`config.mk`:
```
export PLATFORM = sky130hd
export DESIGN_NAME = multimode_bank_mapper
export DESIGN_NICKNAME = d
export VERILOG_FILES = /design/src/rtl/bank_mapper_pkg.sv /design/src/rtl/bank_mapper_mode_reg.sv /design/src/rtl/bank_mapper_prg_xlate.sv /design/src/rtl/bank_mapper_chr_xlate.sv /design/src/rtl/multimode_bank_mapper.sv
export SDC_FILE = /design/constraint.sdc
export NUM_CORES = 1
export LEC_CHECK = 0
export BUFFER_PORTS_ARGS = -buffer_cell sky130_fd_sc_hd__buf_2
export CORE_MARGIN = 4
export CORE_UTILIZATION = 41
export DETAILED_ROUTE_END_ITERATION = 12
export PLACE_DENSITY = 0.89
export SETUP_SLACK_MARGIN = 0.05
export SLEW_MARGIN = 10
export SYNTH_ARGS = -nofsm -noshare
export SYNTH_HDL_FRONTEND = slang
export SYNTH_SLANG_ARGS = --single-unit
```
`constraint.sdc`:
```
create_clock -name clk -period 2.85 [get_ports clk]
set_clock_uncertainty 0.15 [all_clocks]
set_input_delay 0 -clock clk [delete_from_list [all_inputs] [get_ports clk]]
set_output_delay 0 -clock clk [all_outputs]
set_load 0.005 [all_outputs]
```
`src/rtl/bank_mapper_pkg.sv`:
```
// Shared mode encoding and decode helpers for the multi-mode bank mapper.
// Assumes the mode byte values are fixed by the cartridge software.
package bank_mapper_pkg;

    typedef enum logic [2:0] {
        MK_FLAT0  = 3'd0,
        MK_FLAT1  = 3'd1,
        MK_FIXED  = 3'd2,
        MK_WIN128 = 3'd3,
        MK_WIN256 = 3'd4
    } mode_kind_t;

    localparam logic [7:0] CODE_FLAT0  = 8'h00;
    localparam logic [7:0] CODE_FLAT1  = 8'h01;
    localparam logic [7:0] CODE_FIXED  = 8'h13;
    localparam logic [7:0] CODE_WIN128 = 8'h37;
    localparam logic [7:0] CODE_WIN256 = 8'hFF;

    // True when the byte names one of the supported layouts.
    function automatic logic code_valid(input logic [7:0] c);
        return (c == CODE_FLAT0) || (c == CODE_FLAT1) || (c == CODE_FIXED) ||
               (c == CODE_WIN128) || (c == CODE_WIN256);
    endfunction

    // Map a valid byte to its layout kind.
    function automatic mode_kind_t code_to_kind(input logic [7:0] c);
        case (c)
            CODE_FLAT1:  return MK_FLAT1;
            CODE_FIXED:  return MK_FIXED;
            CODE_WIN128: return MK_WIN128;
            CODE_WIN256: return MK_WIN256;
            default:     return MK_FLAT0;
        endcase
    endfunction

    // True for the two layouts fed by the embedded register file.
    function automatic logic is_banked(input mode_kind_t m);
        return (m == MK_WIN128) || (m == MK_WIN256);
    endfunction

endpackage

```
`src/rtl/bank_mapper_mode_reg.sv`:
```
// Holds the layout kind and the fixed-layout swappable bank register.
// Assumes the write qualifiers arrive already decoded from the address.
module bank_mapper_mode_reg
    import bank_mapper_pkg::*;
#(
    parameter int FIX_W = 3
) (
    input  logic             clk,
    input  logic             rst_n,
    input  logic             mode_wr,
    input  logic             fix_wr,
    input  logic [7:0]       wr_data,
    output mode_kind_t       mode,
    output logic [FIX_W-1:0] fix_reg
);

    // Load the mode on a valid code; unknown codes keep the current layout.
    always_ff @(posedge clk) begin
        if (!rst_n)
            mode <= MK_FLAT0;
        else if (mode_wr && code_valid(wr_data))
            mode <= code_to_kind(wr_data);
    end

    // Load the swappable fixed-layout bank from the low data bits.
    always_ff @(posedge clk) begin
        if (!rst_n)
            fix_reg <= '0;
        else if (fix_wr)
            fix_reg <= wr_data[FIX_W-1:0];
    end

endmodule

```
`src/rtl/bank_mapper_prg_xlate.sv`:
```
// Turns the CPU address window and the inner bank into an extended 8 KB
// program bank, and flags work-RAM accesses. Assumes INNER_W >= 8.
module bank_mapper_prg_xlate
    import bank_mapper_pkg::*;
#(
    parameter int INNER_W = 8,
    parameter int PRG_W   = 6,
    parameter int FIX_W   = 3
) (
    input  mode_kind_t         mode,
    input  logic [FIX_W-1:0]   fix_reg,
    input  logic [2:0]         addr_hi,
    input  logic [INNER_W-1:0] inner_prg,
    output logic [PRG_W-1:0]   prg_bank,
    output logic               wram_sel
);

    localparam int SLOT_W = 8;

    logic unused_inner_bits;
    assign unused_inner_bits = ^inner_prg[INNER_W-1:5];

    // Select the program bank for the current 8 KB CPU slot.
    always_comb begin
        prg_bank = '0;
        unique case (mode)
            MK_FLAT0, MK_FLAT1: begin
                if (addr_hi[2])
                    prg_bank = PRG_W'({mode == MK_FLAT1, addr_hi[1:0]});
            end
            MK_FIXED: begin
                case (addr_hi)
                    3'd3:    prg_bank = PRG_W'(8'h0E);
                    3'd4:    prg_bank = PRG_W'(8'h0C);
                    3'd5:    prg_bank = PRG_W'(8'h0D);
                    3'd6:    prg_bank = PRG_W'(8'h08 | SLOT_W'(fix_reg));
                    3'd7:    prg_bank = PRG_W'(8'h0F);
                    default: prg_bank = '0;
                endcase
            end
            MK_WIN128: begin
                if (addr_hi[2])
                    prg_bank = PRG_W'({2'b01, inner_prg[3:0]});
            end
            MK_WIN256: begin
                if (addr_hi[2])
                    prg_bank = PRG_W'({1'b1, inner_prg[4:0]});
            end
            default: prg_bank = '0;
        endcase
    end

    // Work RAM answers in the 0x6000 slot of the banked layouts.
    always_comb wram_sel = is_banked(mode) && (addr_hi == 3'b011);

endmodule

```
`src/rtl/bank_mapper_chr_xlate.sv`:
```
// Turns the PPU address and the inner pattern bank into an extended 1 KB
// pattern bank. Assumes INNER_W >= 8 and CHR_W >= 9.
module bank_mapper_chr_xlate
    import bank_mapper_pkg::*;
#(
    parameter int INNER_W = 8,
    parameter int CHR_W   = 9
) (
    input  mode_kind_t         mode,
    input  logic [2:0]         ppu_hi,
    input  logic [INNER_W-1:0] inner_chr,
    output logic [CHR_W-1:0]   chr_bank
);

    // Select the pattern bank for the current 1 KB PPU slot.
    always_comb begin
        unique case (mode)
            MK_FLAT0:  chr_bank = CHR_W'({2'b00, ppu_hi});
            MK_FLAT1:  chr_bank = CHR_W'({2'b01, ppu_hi});
            MK_FIXED:  chr_bank = CHR_W'({2'b11, ppu_hi});
            MK_WIN128: chr_bank = CHR_W'({2'b01, inner_chr[6:0]});
            MK_WIN256: chr_bank = CHR_W'({1'b1, inner_chr[7:0]});
            default:   chr_bank = '0;
        endcase
    end

endmodule

```
`src/rtl/multimode_bank_mapper.sv`:
```
// Top of the multi-mode bank mapper. It decodes CPU writes into the mode and
// fixed-bank registers and forwards banked-window writes to the embedded
// register file. Assumes cpu_wr lasts one cycle per bus write.
module multimode_bank_mapper
    import bank_mapper_pkg::*;
#(
    parameter int INNER_W = 8,
    parameter int PRG_W   = 6,
    parameter int CHR_W   = 9,
    parameter int FIX_W   = 3
) (
    input  logic               clk,
    input  logic               rst_n,
    input  logic               cpu_wr,
    input  logic [15:0]        cpu_addr,
    input  logic [7:0]         cpu_data,
    input  logic [INNER_W-1:0] inner_prg_bank,
    input  logic [INNER_W-1:0] inner_chr_bank,
    input  logic [2:0]         ppu_addr_hi,
    output logic [PRG_W-1:0]   prg_bank,
    output logic [CHR_W-1:0]   chr_bank,
    output logic               wram_sel,
    output logic               inner_wr
);

    mode_kind_t       mode;
    logic [FIX_W-1:0] fix_reg;
    logic             mode_hit;
    logic             mode_wr;
    logic             fix_wr;
    logic             unused_addr_bits;

    assign unused_addr_bits = ^{cpu_addr[11:9], cpu_addr[7:0]};

    // Mode window: 0x4000-0x4FFF with address bit 8 set.
    always_comb mode_hit = (cpu_addr[15:12] == 4'h4) && cpu_addr[8];
    always_comb mode_wr  = cpu_wr && mode_hit;
    // Fixed-layout bank writes land in the top 8 KB slot.
    always_comb fix_wr   = cpu_wr && (cpu_addr[15:13] == 3'b111) && (mode == MK_FIXED);
    // Forward 0x8000-0xBFFF writes to the embedded file in banked layouts.
    always_comb inner_wr = cpu_wr && is_banked(mode) && (cpu_addr[15:14] == 2'b10);

    bank_mapper_mode_reg #(.FIX_W(FIX_W)) u_mode_reg (
        .clk     (clk),
        .rst_n   (rst_n),
        .mode_wr (mode_wr),
        .fix_wr  (fix_wr),
        .wr_data (cpu_data),
        .mode    (mode),
        .fix_reg (fix_reg)
    );

    bank_mapper_prg_xlate #(.INNER_W(INNER_W), .PRG_W(PRG_W), .FIX_W(FIX_W)) u_prg (
        .mode      (mode),
        .fix_reg   (fix_reg),
        .addr_hi   (cpu_addr[15:13]),
        .inner_prg (inner_prg_bank),
        .prg_bank  (prg_bank),
        .wram_sel  (wram_sel)
    );

    bank_mapper_chr_xlate #(.INNER_W(INNER_W), .CHR_W(CHR_W)) u_chr (
        .mode      (mode),
        .ppu_hi    (ppu_addr_hi),
        .inner_chr (inner_chr_bank),
        .chr_bank  (chr_bank)
    );


    mode_nonwindow_hold_chk: assert property (@(posedge clk) disable iff (!rst_n)
        (cpu_wr && !((cpu_addr[15:12] == 4'h4) && cpu_addr[8])) |=> $stable(mode));


    mode_badcode_hold_chk: assert property (@(posedge clk) disable iff (!rst_n)
        (cpu_wr && !code_valid(cpu_data)) |=> $stable(mode));


    fix_reg_hold_chk: assert property (@(posedge clk) disable iff (!rst_n)
        !(cpu_wr && (cpu_addr[15:13] == 3'b111) && (mode == MK_FIXED)) |=> $stable(fix_reg));


    inner_wr_qual_chk: assert property (@(posedge clk) disable iff (!rst_n)
        inner_wr |-> (cpu_wr && cpu_addr[15] && !cpu_addr[14]));


    wram_window_chk: assert property (@(posedge clk) disable iff (!rst_n)
        wram_sel |-> (cpu_addr[15:13] == 3'b011));


    win128_prg_range_chk: assert property (@(posedge clk) disable iff (!rst_n)
        ((mode == MK_WIN128) && cpu_addr[15]) |-> ((prg_bank >= PRG_W'(16)) && (prg_bank < PRG_W'(32))));


    win256_chr_range_chk: assert property (@(posedge clk) disable iff (!rst_n)
        (mode == MK_WIN256) |-> (chr_bank >= CHR_W'(256)));

endmodule

```
# [Word-level counts from Yosys, hierarchy flattened]
# Cells that the tools add are included.
[totals] inputBits=46 regBits=6 elab_cells=40
[op_classes] reduce_logical=16 mux=7 n_eq_ne=15
[ops] op="$pmux 9 s5" n=1
[ops] op="$pmux 6 s4" n=1
[ops] op="$pmux 4 s5" n=1
[ops] op="$eq 3x3->1 const B" n=5
[ops] op="$pmux 3 s4" n=1
[ops] op="$eq 3x2->1 const B" n=3
[ops] op="$eq 8x1->1 const B" n=1
[ops] op="$eq 8x5->1 const B" n=1
[ops] op="$eq 8x6->1 const B" n=1
[ops] op="$eq 8x8->1 const B" n=1
[ops] op="$logic_and 1x1->1" n=8
[ops] op="$logic_not 8->1" n=1
[ops] op="$mux 6" n=1
[ops] op="$logic_or 1x1->1" n=5
[ops] op="$mux 5" n=1
[ops] op="$eq 4x3->1 const B" n=1
[ops] op="$eq 3x1->1 const B" n=1
[ops] op="$logic_not 3->1" n=1
[ops] op="$mux 3" n=1
[ops] op="$eq 2x2->1 const B" n=1
[ops] op="$reduce_or 2->1" n=1

# [Longest topological paths before layout]
[depth] word_depth=6 ltp_mapped=6 mapped_depth_nobuf=4

# [By module]
# From an unflattened synthesis, not the netlist that was laid out.
[hier_totals] cells_unflattened=106 area_unflattened_um2=893.4
[by_module_without_submodules] module="bank_mapper_mode_reg" n_inst=1 cells_each=32 area_per_inst_um2=332.8 seq_area_each_um2=120.1
[by_module_without_submodules] module="bank_mapper_prg_xlate" n_inst=1 cells_each=33 area_per_inst_um2=251.5 seq_area_each_um2=0.0
[by_module_without_submodules] module="bank_mapper_chr_xlate" n_inst=1 cells_each=31 area_per_inst_um2=242.7 seq_area_each_um2=0.0
[by_module_without_submodules] module="multimode_bank_mapper" n_inst=1 cells_each=10 area_per_inst_um2=66.3 seq_area_each_um2=0.0

# [Least setup slack after synthesis]
# Ideal clock, no wire load.
[synth_timing] path_type="flip-flop to flip-flop" startpoint="register u_mode_reg.mode[1]" endpoint="register u_mode_reg.fix_reg[0]" synth_period_minus_slack_ns=1.564 path_slack_ns=1.286 setup_ns=0.116 stages_incl_launch_ff=7 t_arrival_ns=1.298 path_buffers=2 path_cell_list="dfxtp_1 > buf_4 > nand2b_4 > or4_4 > buf_6 > mux2i_1 > nor2b_1"
[synth_between] elab_chain_cells=2
[synth_lines] item="from (decl)" line="bank_mapper_mode_reg.sv:13" text="output mode_kind_t mode,"
[synth_lines] item="from (signal assigned)" line="bank_mapper_mode_reg.sv:22" text="mode <= code_to_kind(wr_data);"
[synth_lines] item="$eq 3x2->1" line="multimode_bank_mapper.sv:39" text="always_comb fix_wr = cpu_wr && (cpu_addr[15:13] == 3'b111) && (mode == MK_FIXED);"
[synth_lines] item="$logic_and 1x1->1" line="multimode_bank_mapper.sv:39"
[synth_lines] item="to (signal assigned)" line="bank_mapper_mode_reg.sv:30" text="fix_reg <= wr_data[FIX_W-1:0];"
[synth_lines] item="to (decl)" line="bank_mapper_mode_reg.sv:14" text="output logic [FIX_W-1:0] fix_reg"
# Every way passes these cells.
# A chain may end at the register's enable or synchronous reset.

# [Worst setup path in the final report]
[layout_timing] startpoint="register u_mode_reg.mode[2]" endpoint="output port inner_wr"
[layout_between] elab_chain_cells=4 elab_cells_between_ends=5 classes_between="eq/ne (2); reduce/logical (3)"
[layout_lines] item="$eq 3x2->1 / $eq 3x3->1 (equally long branches)" line="bank_mapper_pkg.sv:38" text="return (m == MK_WIN128) || (m == MK_WIN256);"
[layout_lines] item="$logic_or 1x1->1 (*)" line="bank_mapper_pkg.sv:38"
[layout_lines] item="$logic_and 1x1->1 (*) (2 in series)" line="multimode_bank_mapper.sv:41" text="always_comb inner_wr = cpu_wr && is_banked(mode) && (cpu_addr[15:14] == 2'b10);"
[layout_lines] item="to (decl)" line="multimode_bank_mapper.sv:23" text="output logic inner_wr"
# Every way passes the cells marked *; elsewhere a longest branch is shown, timed or not.

==> summary.md <==
| Metric | Value |
|---|---|
| Simple-gate share of the synthesized area | `44.8%` |
| Max Fclk | `453 MHz` |
| Htree depth | `1` |
| P&R area growth vs syn | `43.0%` |
| Vias per std cell | `5.53` |
| Worst setup path class | `register to primary output` |
| Worst path required time | `roughly 2.7 ns` |
| Max-slew violation count | `0` |
| Commonest cells post-synth | `nor2b_1, nand2_1, a21oi_1` |
| CTS tree | `yes` |
| First-pass GRT wire length | `4150 um` |
| Die Height | `51.2 um` |
| Synth warnings | `0` |
| Max FO, Critical Path | `16` |
| HP Start | `cpu_addr[12]` |
| Mux cell area share after synthesis | `between 5 and 6%` |
| Tot GR Track Use | `20.6%` |
| Fill cells | `between 150 and 200` |
| Area contributors post-synth | `dfxtp_1, nor2b_1, nand2_1, a21oi_1, mux2i_1` |
| Max Cap Viol | `0` |
| Fraction of layout cells with a size suffix above 1 | `about 33%` |
| Initial DRC Count | `21` |
| Root buffer cell | `clkbuf_4` |
| Top_reg_cell synth | `dfxtp_1` |
| Most frequent cell after synthesis | `nor2b_1` |
| Die X | `51.2 um` |
| # port buffers | `48` |
| RSZ-0062 raised after global routing | `no` |
| Post-DRT Antenna Nets | `0` |
| Actual slew at the worst max-slew pin | `0.644 ns` |
| Cell family with most CP delay | `simple AND/OR/NAND/NOR gates` |
| Crit-path cells | `nor3b_2 > or2_1 > nor3b_1 > buf_2` |
| Post-synth EDFFs | `0` |
| Post-synth ARST share | `0%` |
| Pwr dens | `245 nW/um^2` |
| Period Utilization, post-route | `77.5%` |
| Worst Setup Start Kind | `register` |
| Area leader, netlist | `dfxtp_1` |
| Min-Delay Path Class | `primary input to register` |
| Setup violators final | `0` |
| Syn_nets | `approximately 160` |
| # IOs | `between 60 and 70` |
| Largest net degree at the start of global routing | `20` |
| FF+latch count, synth | `6` |
| Syn Area/Cell | `between 6 and 7 um^2` |
| Post-cts sizing count | `0` |
| Number of global-route vias before repair | `1013` |
| Grt total ovfl | `0` |
| Register area | `approximately 120 um^2` |
| Synth unique cells | `39` |
| CP endpoint kind | `primary output` |
| Post-Syn Area | `around 770 um^2` |
| Critical Path Source | `u_mode_reg.mode[2]$_SDFFE_PN0P_` |
| Area occupied by multi-input gates | `603 um^2` |
| Pre-CTS setup slack | `a little over 0.9 ns` |
| Post-Synth Adder-Cell Area | `0%` |
| Post-DP HPWL | `2020 um` |
| Main combinational cell family by area after synthesis | `simple AND/OR/NAND/NOR gates` |
| Router iterations before antenna repair | `4` |
| Minimum clock period | `around 2.2 ns` |
| CTS max path bufs | `2` |
| Fin worst setup slack | `between 0.6 and 0.7 ns` |
| Via Count | `roughly 1000` |
| Area share of the largest cell type after synthesis | `15.7%` |
| Layout Nets | `211` |
| Outcome | `completed` |
| Final wirelength | `2640 um` |
| Mapped Cells | `around 110` |
| Core box area | `1750 um^2` |
| Slowest stage delay, CP | `0.63 ns` |
| Routability cong. | `between 0.8 and 0.9` |
| Post-synthesis xor/xnor area fraction | `0%` |
| Die area | `2620 um^2` |
| Clock sinks | `6` |
| Worst Path Buf+Inv | `1` |
| Wire length per cell | `roughly 14 um` |
| Slowest stage cell, crit path | `dfxtp_1` |
| Starting density of the core | `43.9%` |
| R2R Path Start | `u_mode_reg.mode[1]$_SDFFE_PN0P_` |
| DRC violations left | `0` |
| Skew-Pair Late Insertion Delay | `0.25 ns` |
| CTS clk-pin slew, worst paths | `0.05 ns` |
| Initial antenna violation count | `0` |
| Max IR drop VDD | `approximately 0.00022 V` |
| Placement row count | `15` |
| Slew Limit Headroom | `between 50% and 60%` |
| Sum Neg Setup Slack | `0 ns` |
| Seq/Total Area, Yosys | `15.7%` |
| Critical path arrival | `2.06 ns` |
| Antenna cells | `0` |
| Compound-Gate Fraction of Synth Area | `28.8%` |
| CTS Buf Count | `3` |
| Leakage power | `approximately 0.00056 uW` |
| Final Hold Viols | `0` |
## worst reg2reg max path: stages, from the launching register on
cell      delay [ns]
dfxtp_1         0.72
nand2b_4        0.13
or4_4           0.58
mux2i_1         0.19
nor2b_1         0.06
## cell families after synthesis
family / Yosys count
buffers and inverters: 8
and+or+nand+nor: 59
muxes: 4
AOI/OAI and AO/OA: 34
DFF: 6
## final cells by class
| type | count | area share [%] |
|---|---|---|
| Inverter | 2 | 0.686 |
| Sequential cell | 6 | 11.0 |
| Clock buffer | 3 | 2.06 |
| Timing Repair Buffer | 55 | 28.3 |
| Tap cell | 25 | 2.86 |
| Multi-Input combinational cell | 97 | 55.1 |
## stage by stage
| stage | hold slack [ns] | cells | area, um^2 | power, uW | util [%] |
|---|---|---|---|---|---|
| 2_1_floorplan | -0.117 | 111 | 766 | 136 | - |
| 3_3_place_gp | 0.112 | 178 | 1000 | 174 | 57.4 |
| 3_5_place_dp | 0.113 | 178 | 1000 | 180 | 57.4 |
| 4_1_cts | 0.0452 | 188 | 1090 | 269 | 62.7 |
| 5_1_grt | 0.0700 | 188 | 1090 | 283 | 62.7 |
| 6_report | 0.0516 | 188 | 1090 | 268 | 62.7 |
## timing repair
action,4_1_cts,5_1_grt
setup buffers,0,0
hold buffers,7,0
endpoints found under the hold margin,6,0
## path summary, 6_finish.rpt
| kind | to | slack [ns] | depth (start not counted) |
|---|---|---|---|
| min | u_mode_reg.mode[1]$_SDFFE_PN0P_ | 0.05 | 4 |
| min reg2reg | u_mode_reg.fix_reg[2]$_SDFFE_PN0P_ | 0.38 | 2 |
| max reg2reg | u_mode_reg.fix_reg[1]$_SDFFE_PN0P_ | 0.91 | 4 |
| max | inner_wr | 0.64 | 4 |
## report_power, final
group	switching, uW	internal [uW]	leakage (uW)
logic	38.8	48.2	0.000493
clock network	34.0	47.8	0.0000138
registers	12.6	86.6	0.0000485
## routing by layer
layer | GRT usage, % | vias to the layer above | routed length (um)
li1 | - | 513 | -
met1 | 19.7 | 477 | 982
met2 | 40.8 | 41 | 1430
met3 | 4.37 | 9 | 163
met4 | 10.0 | 0 | 69
met5 | 0 | - | 0
## placed cells by master (no fill, tap or decap), types with 4 or more instances in the layout
cell type	instances
nand2_1	13
dfxtp_1	6
nor2_1	7
a21oi_1	8
o21ai_0	4
dlygate4sd3_1	7
o22ai_1	4
nor2b_1	14
a31oi_1	4
a21o_1	4
mux2i_1	4
and2_1	5
buf_2	48
Power figures use the tool's default switching activity.
